===== config.mk =====
export PLATFORM = sky130hd
export DESIGN_NAME = sb_hazard_ctrl
export DESIGN_NICKNAME = d
export VERILOG_FILES = /design/src/rtl/sb_pkg.sv /design/src/rtl/sb_issue_sel.sv /design/src/rtl/sb_fu_entry.sv /design/src/rtl/sb_wb_arb.sv /design/src/rtl/sb_hazard_ctrl.sv
export SDC_FILE = /design/constraint.sdc
export NUM_CORES = 1
export LEC_CHECK = 0
export ABC_CLOCK_PERIOD_IN_PS = 2790
export BUFFER_PORTS_ARGS = -buffer_cell sky130_fd_sc_hd__buf_4
export CORE_MARGIN = 10
export CORE_UTILIZATION = 39
export CTS_CLUSTER_DIAMETER = 80
export DETAILED_ROUTE_END_ITERATION = 8
export PLACE_DENSITY_LB_ADDON = 0.15
export SYNTH_ARGS = -nofsm -noshare
export SYNTH_HDL_FRONTEND = slang
export SYNTH_SLANG_ARGS = --single-unit

===== constraint.sdc =====
create_clock -name clk -period 2.79 [get_ports clk]
set_input_delay 0.1395 -clock clk [delete_from_list [all_inputs] [get_ports clk]]
set_output_delay 0.1395 -clock clk [all_outputs]
set_load 0.005 [all_outputs]

===== src/rtl/sb_pkg.sv =====
package sb_pkg;
   localparam int NUM_FU = 5;
   localparam int CODE_W = 3;

   localparam int FU_INT  = 0;
   localparam int FU_MUL1 = 1;
   localparam int FU_MUL2 = 2;
   localparam int FU_ADD  = 3;
   localparam int FU_DIV  = 4;

   typedef enum logic [1:0] {
      CLS_INT = 2'd0,
      CLS_MUL = 2'd1,
      CLS_ADD = 2'd2,
      CLS_DIV = 2'd3
   } op_cls_t;

   typedef enum logic [1:0] {
      ST_IDLE   = 2'd0,
      ST_ISSUED = 2'd1,
      ST_READ   = 2'd2,
      ST_DONE   = 2'd3
   } fu_stage_t;
endpackage


===== src/rtl/sb_issue_sel.sv =====
module sb_issue_sel
   import sb_pkg::*;
(
   input  logic [1:0]        iss_cls,
   input  logic [NUM_FU-1:0] fu_busy,
   output logic [NUM_FU-1:0] pick_oh,
   output logic              pick_ok
);
   always_comb begin
      pick_oh = '0;
      case (op_cls_t'(iss_cls))
         CLS_INT: pick_oh[FU_INT] = !fu_busy[FU_INT];
         CLS_MUL: begin
            if (!fu_busy[FU_MUL1])      pick_oh[FU_MUL1] = 1'b1;
            else if (!fu_busy[FU_MUL2]) pick_oh[FU_MUL2] = 1'b1;
         end
         CLS_ADD: pick_oh[FU_ADD] = !fu_busy[FU_ADD];
         CLS_DIV: pick_oh[FU_DIV] = !fu_busy[FU_DIV];
      endcase
   end

   assign pick_ok = |pick_oh;
endmodule


===== src/rtl/sb_fu_entry.sv =====
module sb_fu_entry
   import sb_pkg::*;
#(
   parameter int RIDX   = 5,
   parameter int CODE_W_P = 3
) (
   input  logic                clk,
   input  logic                rst,
   input  logic                iss_en,
   input  logic [RIDX-1:0]     iss_fi,
   input  logic [RIDX-1:0]     iss_fj,
   input  logic [RIDX-1:0]     iss_fk,
   input  logic [CODE_W_P-1:0] iss_qj,
   input  logic [CODE_W_P-1:0] iss_qk,
   input  logic [CODE_W_P-1:0] wb_code,
   input  logic                wb_me,
   input  logic                done,
   output logic                rd_go,
   output logic [1:0]          stage,
   output logic [RIDX-1:0]     fi,
   output logic [RIDX-1:0]     fj,
   output logic [RIDX-1:0]     fk,
   output logic                rj,
   output logic                rk
);
   logic [CODE_W_P-1:0] qj, qk, qj_new, qk_new;

   // a producer writing back in the issue cycle no longer counts as pending
   assign qj_new = (iss_qj == wb_code) ? '0 : iss_qj;
   assign qk_new = (iss_qk == wb_code) ? '0 : iss_qk;
   assign rd_go  = (stage == ST_ISSUED) && rj && rk;

   always_ff @(posedge clk) begin
      if (rst) begin
         stage <= ST_IDLE;
         fi <= '0;
         fj <= '0;
         fk <= '0;
         qj <= '0;
         qk <= '0;
         rj <= 1'b0;
         rk <= 1'b0;
      end else if (iss_en) begin
         stage <= ST_ISSUED;
         fi <= iss_fi;
         fj <= iss_fj;
         fk <= iss_fk;
         qj <= qj_new;
         qk <= qk_new;
         rj <= (qj_new == '0);
         rk <= (qk_new == '0);
      end else if (wb_me) begin
         stage <= ST_IDLE;
         qj <= '0;
         qk <= '0;
         rj <= 1'b0;
         rk <= 1'b0;
      end else begin
         if (rd_go) begin
            stage <= ST_READ;
            rj <= 1'b0;
            rk <= 1'b0;
         end else if (stage == ST_READ && done) begin
            stage <= ST_DONE;
         end
         if (wb_code != '0 && qj == wb_code) begin
            qj <= '0;
            rj <= 1'b1;
         end
         if (wb_code != '0 && qk == wb_code) begin
            qk <= '0;
            rk <= 1'b1;
         end
      end
   end
endmodule


===== src/rtl/sb_wb_arb.sv =====
module sb_wb_arb #(
   parameter int NFU  = 5,
   parameter int RIDX = 5
) (
   input  logic [NFU-1:0]           done_st,
   input  logic [NFU-1:0]           rj,
   input  logic [NFU-1:0]           rk,
   input  logic [NFU-1:0][RIDX-1:0] fi,
   input  logic [NFU-1:0][RIDX-1:0] fj,
   input  logic [NFU-1:0][RIDX-1:0] fk,
   output logic [NFU-1:0]           grant
);
   logic [NFU-1:0] elig;

   // write-after-read: another unit still owes a read of our destination
   always_comb begin
      elig = done_st;
      for (int u = 0; u < NFU; u++) begin
         for (int v = 0; v < NFU; v++) begin
            if (v != u && ((rj[v] && fj[v] == fi[u]) || (rk[v] && fk[v] == fi[u])))
               elig[u] = 1'b0;
         end
      end
   end

   always_comb begin
      grant = '0;
      for (int u = NFU - 1; u >= 0; u--) begin
         if (elig[u]) begin
            grant    = '0;
            grant[u] = 1'b1;
         end
      end
   end
endmodule


===== src/rtl/sb_hazard_ctrl.sv =====
module sb_hazard_ctrl
   import sb_pkg::*;
#(
   parameter int  NUM_REGS = 32,
   localparam int RIDX     = $clog2(NUM_REGS)
) (
   input  logic                clk,
   input  logic                rst,
   input  logic                iss_valid,
   output logic                iss_ready,
   input  logic [1:0]          iss_cls,
   input  logic [RIDX-1:0]     iss_dst,
   input  logic [RIDX-1:0]     iss_src1,
   input  logic [RIDX-1:0]     iss_src2,
   output logic [NUM_FU-1:0]   rd_grant,
   input  logic [NUM_FU-1:0]   exe_done,
   output logic [NUM_FU-1:0]   wb_grant,
   output logic                rf_we,
   output logic [RIDX-1:0]     rf_waddr,
   output logic [2*NUM_FU-1:0] fu_stage
);
   if (NUM_REGS < 2 || (NUM_REGS & (NUM_REGS - 1)) != 0) begin : g_bad_regs
      $error("NUM_REGS must be a power of two of at least 2");
   end
   if ((1 << CODE_W) <= NUM_FU) begin : g_bad_code
      $error("CODE_W too narrow for the unit count");
   end

   logic [CODE_W-1:0]           reg_owner [NUM_REGS];
   logic [NUM_FU-1:0]           fu_busy, fu_done_st, fu_rj, fu_rk, pick_oh;
   logic [NUM_FU-1:0][RIDX-1:0] fu_fi, fu_fj, fu_fk;
   logic [CODE_W-1:0]           wb_code, pick_code;
   logic                        pick_ok, iss_fire;

   sb_issue_sel u_sel (
      .iss_cls (iss_cls),
      .fu_busy (fu_busy),
      .pick_oh (pick_oh),
      .pick_ok (pick_ok)
   );

   assign iss_ready = pick_ok && (reg_owner[iss_dst] == '0);
   assign iss_fire  = iss_valid && iss_ready;

   sb_wb_arb #(.NFU(NUM_FU), .RIDX(RIDX)) u_arb (
      .done_st (fu_done_st),
      .rj      (fu_rj),
      .rk      (fu_rk),
      .fi      (fu_fi),
      .fj      (fu_fj),
      .fk      (fu_fk),
      .grant   (wb_grant)
   );

   always_comb begin
      wb_code   = '0;
      pick_code = '0;
      rf_waddr  = '0;
      for (int u = 0; u < NUM_FU; u++) begin
         if (wb_grant[u]) begin
            wb_code  = CODE_W'(u + 1);
            rf_waddr = fu_fi[u];
         end
         if (pick_oh[u]) pick_code = CODE_W'(u + 1);
      end
   end

   assign rf_we = |wb_grant;

   for (genvar u = 0; u < NUM_FU; u++) begin : g_fu
      logic [1:0] st;
      sb_fu_entry #(.RIDX(RIDX), .CODE_W_P(CODE_W)) u_ent (
         .clk     (clk),
         .rst     (rst),
         .iss_en  (iss_fire && pick_oh[u]),
         .iss_fi  (iss_dst),
         .iss_fj  (iss_src1),
         .iss_fk  (iss_src2),
         .iss_qj  (reg_owner[iss_src1]),
         .iss_qk  (reg_owner[iss_src2]),
         .wb_code (wb_code),
         .wb_me   (wb_grant[u]),
         .done    (exe_done[u]),
         .rd_go   (rd_grant[u]),
         .stage   (st),
         .fi      (fu_fi[u]),
         .fj      (fu_fj[u]),
         .fk      (fu_fk[u]),
         .rj      (fu_rj[u]),
         .rk      (fu_rk[u])
      );
      assign fu_stage[2*u +: 2] = st;
      assign fu_busy[u]         = (st != ST_IDLE);
      assign fu_done_st[u]      = (st == ST_DONE);
   end

   always_ff @(posedge clk) begin
      if (rst) begin
         for (int r = 0; r < NUM_REGS; r++) reg_owner[r] <= '0;
      end else begin
         if (rf_we)    reg_owner[rf_waddr] <= '0;
         if (iss_fire) reg_owner[iss_dst]  <= pick_code;
      end
   end
endmodule


; Word-level counts from Yosys, hierarchy flattened
; Memories as Yosys holds them, arrays and structs flattened.
; Index checks and enable logic that the tools add are counted.
[totals]
output_inout_bits = 27
memories = 1
elab_cells = 408
inputBits = 25
ff_bits = 125
ram_bits = 96
[memory_table]
columns = memory, depth, width, rd, rd_clocked_by_memory_dff, wr, line
row1 = reg_owner, 32, 3, 3, 0, 32, sb_hazard_ctrl.sv:29  ; logic [CODE_W-1:0] reg_owner [NUM_REGS];
[classes]
n_reduce_logical = 144
muxes = 148
eq_ne = 70
[ops]
columns = op, n
row1 = $eq 5x5->1, 40
row2 = $mux 3, 42
row3 = $mux 1, 83
row4 = $logic_and 1x1->1, 72
row5 = $mux 5, 12
row6 = $reduce_bool 4->1, 15
row7 = $eq 3x3->1, 12
row8 = $reduce_bool 3->1, 11
row9 = $eq 2x2->1 const B, 12
row10 = $mux 2, 11
row11 = $reduce_or 3->1, 7
row12 = $logic_or 1x1->1, 20
row13 = $reduce_bool 2->1, 10
row14 = $eq 2x1->1 const B, 6
row15 = $reduce_or 5->1, 2
row16 = $logic_not 3->1, 3
row17 = $logic_not 1->1, 3
row18 = $logic_not 2->1, 1

; Logic depth before layout (Yosys ltp)
[depth]
depth_word = 22
depth_mapped = 14
depth_no_buf = 11

; Hierarchy
; Synthesis repeated with hierarchy kept, for this count alone.
[hier_totals]
cells_unflattened = 1499
hier_area_um2 = 14795.4
[by_module_without_submodules]
columns = module, cells_each, area_per_inst_um2, seq_area_each_um2, instances
row1 = sb_hazard_ctrl, 587, 6737.7, 2882.8, 1
row2 = sb_fu_entry, 114, 1087.3, 500.5, 5
row3 = sb_wb_arb, 332, 2536.2, 0.0, 1
row4 = sb_issue_sel, 10, 85.1, 0.0, 1

; Worst setup path after synthesis
; OpenSTA, ideal clock, no wires.
[synth_path]
path_type = register to register
start = reg g_fu[1].u_ent.fj[3]
end = mem reg_owner[4][0] (enable)
setup_time_ns = 0.303
arrival_time_ns = 2.687
stages_incl_launch_ff = 13
setup_slack_ns = -0.200
n_path_buf = 2
period_less_slack_ns = 2.990
required_time_ns = 2.487
cell_sequence = dfxtp_1 -> clkbuf_1 -> xor2_1 -> nor4_1 -> nand3_1 -> and4_1 -> and3_1 -> buf_2 -> a311oi_1 -> o22ai_1 -> nand2b_1 -> nor3b_1 -> a221o_1
[synth_rtl]
columns = item, line
row1 = start: declaration, sb_fu_entry.sv:21  ; output logic [RIDX-1:0] fj,
row2 = start signal: assignment, sb_fu_entry.sv:46  ; fj <= iss_fj;
row3 = end: declaration, sb_hazard_ctrl.sv:29

==> key figures <==
Synthesis
  – Register bit total from synthesis: 221
  – Async S/R FF share, synth: 0%
  – Top-count cell post-synth: nor2_1
  – Seq/Total Area, Yosys: 37.6%
  – Cells after Synth: 1,484
  – Synth top area cells: edfxtp_1 20%, dfxtp_1 17%, xor2_1 10%, mux4_2 9.6%, nor2_1 4.4%
  – Net count after synthesis: 1,509
  – Top cell type's share of synthesized area: 20.1%
  – Most frequent cells after synthesis: 169 x nor2_1, 164 x xor2_1, 125 x dfxtp_1, 96 x edfxtp_1, 88 x nor4_1
  – Cell area after synthesis: 14,300 um2
  – Netlist cell types: 71
  – Post-synth top flop: dfxtp_1
  – Syn avg cell area: 9.65 um2
  – Ys Warns: 0
  – Post-synth top area cell: edfxtp_1
  – Post-synth EDFFs: 96

Power and ir drop
  – Sw frac: 27.4%
  – Power density over cell area: 406 nW/um2
  – Clock network power share: 42.2%
  – Maximum vdd drop: 0.000451 V
  – P_leak: 9.38 nW
  – Logic pwr share: 17.6%
  – Net Sw Power: 2.40 mW
  – Internal power: 6.36 mW
  – Seq pwr share: 40.2%
  – Total power: 8.77 mW

Floorplan
  – Die Ht: 212 um
  – Area of the core: 36,400 um2
  – Die ar.: 44,800 um2
  – Rows: 70
  – Io pins: 52
  – Horiz. Die Dim: 212 um
  – Starting Density: 39.3%

Timing
  – Fin Setup TNS: -66.26 ns
  – RSZ-0062 raised after global routing: yes
  – Tcrit/Tclk final: 121%
  – Setup violations, final: 169
  – Endpoints failing hold: 0
  – Max-slew violation count: 0
  – Final Hold Slack: 0.0357 ns
  – Fmax: 296 MHz
  – Clock skew: 0.0219 ns
  – Worst setup margin: -0.589 ns
  – Least-Margin Pin Slew: 0.677 ns
  – Slew headroom: 54.9%
  – Final min period: 3.38 ns

Route
  – First-pass detailed-route iteration total: 5
  – Via count: 14,000
  – Routed Antenna Nets: 0
  – DR WL/cell: 25.6 um
  – Wirelength, routed: 60,300 um
  – Vias per cell: 5.94
  – DR iter-0 viols: 1,128
  – DRC viols: 0

Worst setup path
  – Startpoint Class: flip-flop
  – CP bufs+invs: 4
  – WS Path Type: flip-flop to flip-flop
  – Critical path, cell by cell: buf_12 > buf_4 > xor2_1 > nor4_1 > nand3_1 > and3_1 > and3_4 > buf_6 > a311oi_4 > o32ai_4 > o31ai_4 > buf_6 > nor3b_4 > a221o_1
  – CP endpoint kind: flip-flop
  – Crit path required time: 3.04 ns
  – CP max FO: 7
  – CP arrival: 3.63 ns
  – CP top delay family: simple AND/OR/NAND/NOR gates
  – CP most frequent cell: buf_6
  – Highest-delay cell along the critical path: dfxtp_4
  – Worst stage delay on the critical path: 0.36 ns

Clocking
  – Root buf cell: clkbuf_16
  – CTS Sinks: 221
  – Clock Path Buffers: 3
  – CTS tree: yes
  – Reg clk slew, reported paths: 0.06 ns
  – Num CTS Buffers: 27
  – Worst skew pair latency: 0.57 ns
  – # H-tree levels: 1

Final layout
  – Fin area: 21,600 um2
  – Synth-to-layout area growth: 50.8%
  – Fill cells: 3,033
  – Fin util: 59.3%
  – Final non-filler cell total: 2,353
  – Ant diodes: 0
  – Fin nets: 1,891
  – Layout cell share with drive strength beyond 1: 47.9%

Global routing
  – Grt met3 use: 3.27%
  – Grt total ovfl: 0
  – Initial antenna violation count: 0
  – GRT busiest layer: met2
  – Vias in the first global route: 13,800
  – Grt met2 use: 42.3%
  – First-pass GRT wire length: 86,900 um
  – GRT Total Usage: 25.6%
  – Largest net degree at the start of global routing: 83
  – Met1 usage: 33.4%

Outcome
  – Status: finished, violations left
  – Failing checks: negative setup slack

Placement
  – Detail Placement HPWL: 43,300 um
  – RD Place Congestion: 0.983
  – Placed inst area: 18,000 um2
  – Pre-CTS setup slack: -0.783 ns
  – DP Cell Count: 2,234
  – Port Buffers: 51

Job
  – Number of max-cap violations: 0

Hold path
  – Hold Crit Class: primary input to flip-flop
==> power groups by stage <==
stage	clock (mW)	combinational (mW)	sequential (mW)
final	3.70	1.54	3.53
after floorplan	0	0.702	3.56
after global placement	0	1.27	3.59
after CTS	3.73	1.35	3.52
after detailed placement	0	1.28	3.59
after global routing	3.85	1.62	3.54
==> cell type report <==
type,count,area [um2],share of cell area [%]
multi-input cells,1070,9860,45.6
flip-flops and latches,221,5450,25.2
repair buffers,526,4720,21.8
clock buffers,38,777,3.60
well taps,468,586,2.71
clock inverters,10,130,0.603
inverters,20,80.1,0.371
==> sequential cells by signal (all words and copies together) (netlist names) <==
signal and flops:
g_fu.u_ent.rj 5, g_fu.u_ent.qk 15, g_fu.u_ent.fk 25, g_fu.u_ent.rk 5, g_fu.u_ent.fj 25, g_fu.u_ent.fi 25
g_fu.u_ent.qj 15, reg_owner 96, g_fu.u_ent.stage 10
==> path summary, 6_finish.rpt <==
kind,end,slack [ns],depth (start not counted),startpoint
hold / removal,g_fu[1].u_ent.stage[0]$_SDFFE_PP0P_,0.04,4,exe_done[1]
setup reg to reg,reg_owner[2][1]$_SDFFCE_PN0P_,-0.59,14,g_fu[2].u_ent.fi[3]$_SDFFE_PP0P_
setup / recovery,reg_owner[2][1]$_SDFFCE_PN0P_,-0.59,14,g_fu[2].u_ent.fi[3]$_SDFFE_PP0P_
hold reg to reg,g_fu[1].u_ent.fj[1]$_SDFFE_PP0P_,0.50,2,g_fu[1].u_ent.fj[1]$_SDFFE_PP0P_
==> placed cells by master, fill, tap and decap left out, types with 11 or more instances in the layout <==
master       n
a21oi_2     25
a211oi_1    11
mux4_2      61
nand2_1     47
a22o_1      30
a21oi_1     43
nand3_1     63
buf_4      422
nor4_4      11
dfxtp_2     25
a221o_1     32
clkbuf_16   34
mux2i_1     48
xor2_1     155
inv_1       14
buf_6       56
nor3_1      28
nor2_1     158
xnor2_1     41
nor3_2      11
nor4_1      40
nand2_4     17
nor4_2      40
edfxtp_1    96
a31oi_4     11
buf_12      31
dfxtp_1     91
xnor2_4     12
==> repair_timing <==
action,4_1_cts,5_1_grt
endpoints found under the setup margin,257,268
hold buffers,8,0
pin swaps,56,123
endpoints found under the hold margin,11,0
buffers inserted,27,38
cloned,1,7
resized for setup,170,240
==> routing by layer <==
metal	routed length, um	part of all wire [%]
met4	2740	4.5
met2	28700	48
met5	0	0
met3	4430	7.4
met1	24400	40
==> tightest hold or removal path, cell delays in order <==
cell	delay, ns
buf_4	0.11
a21oi_1	0.11
or3_1	0.12
a21oi_2	0.05
==> logic make-up after synthesis <==
logic type             Yosys count  share of synthesized area [%]
multiplexers                   115                           13.4
XOR/XNOR                       219                           13.4
buffers and inverters          193                           6.26
flip-flops                     221                           37.6
AO/OA/AOI/OAI                  220                           11.2
AND/OR/NAND/NOR                516                           18.2
Power figures use the tool's default switching activity.
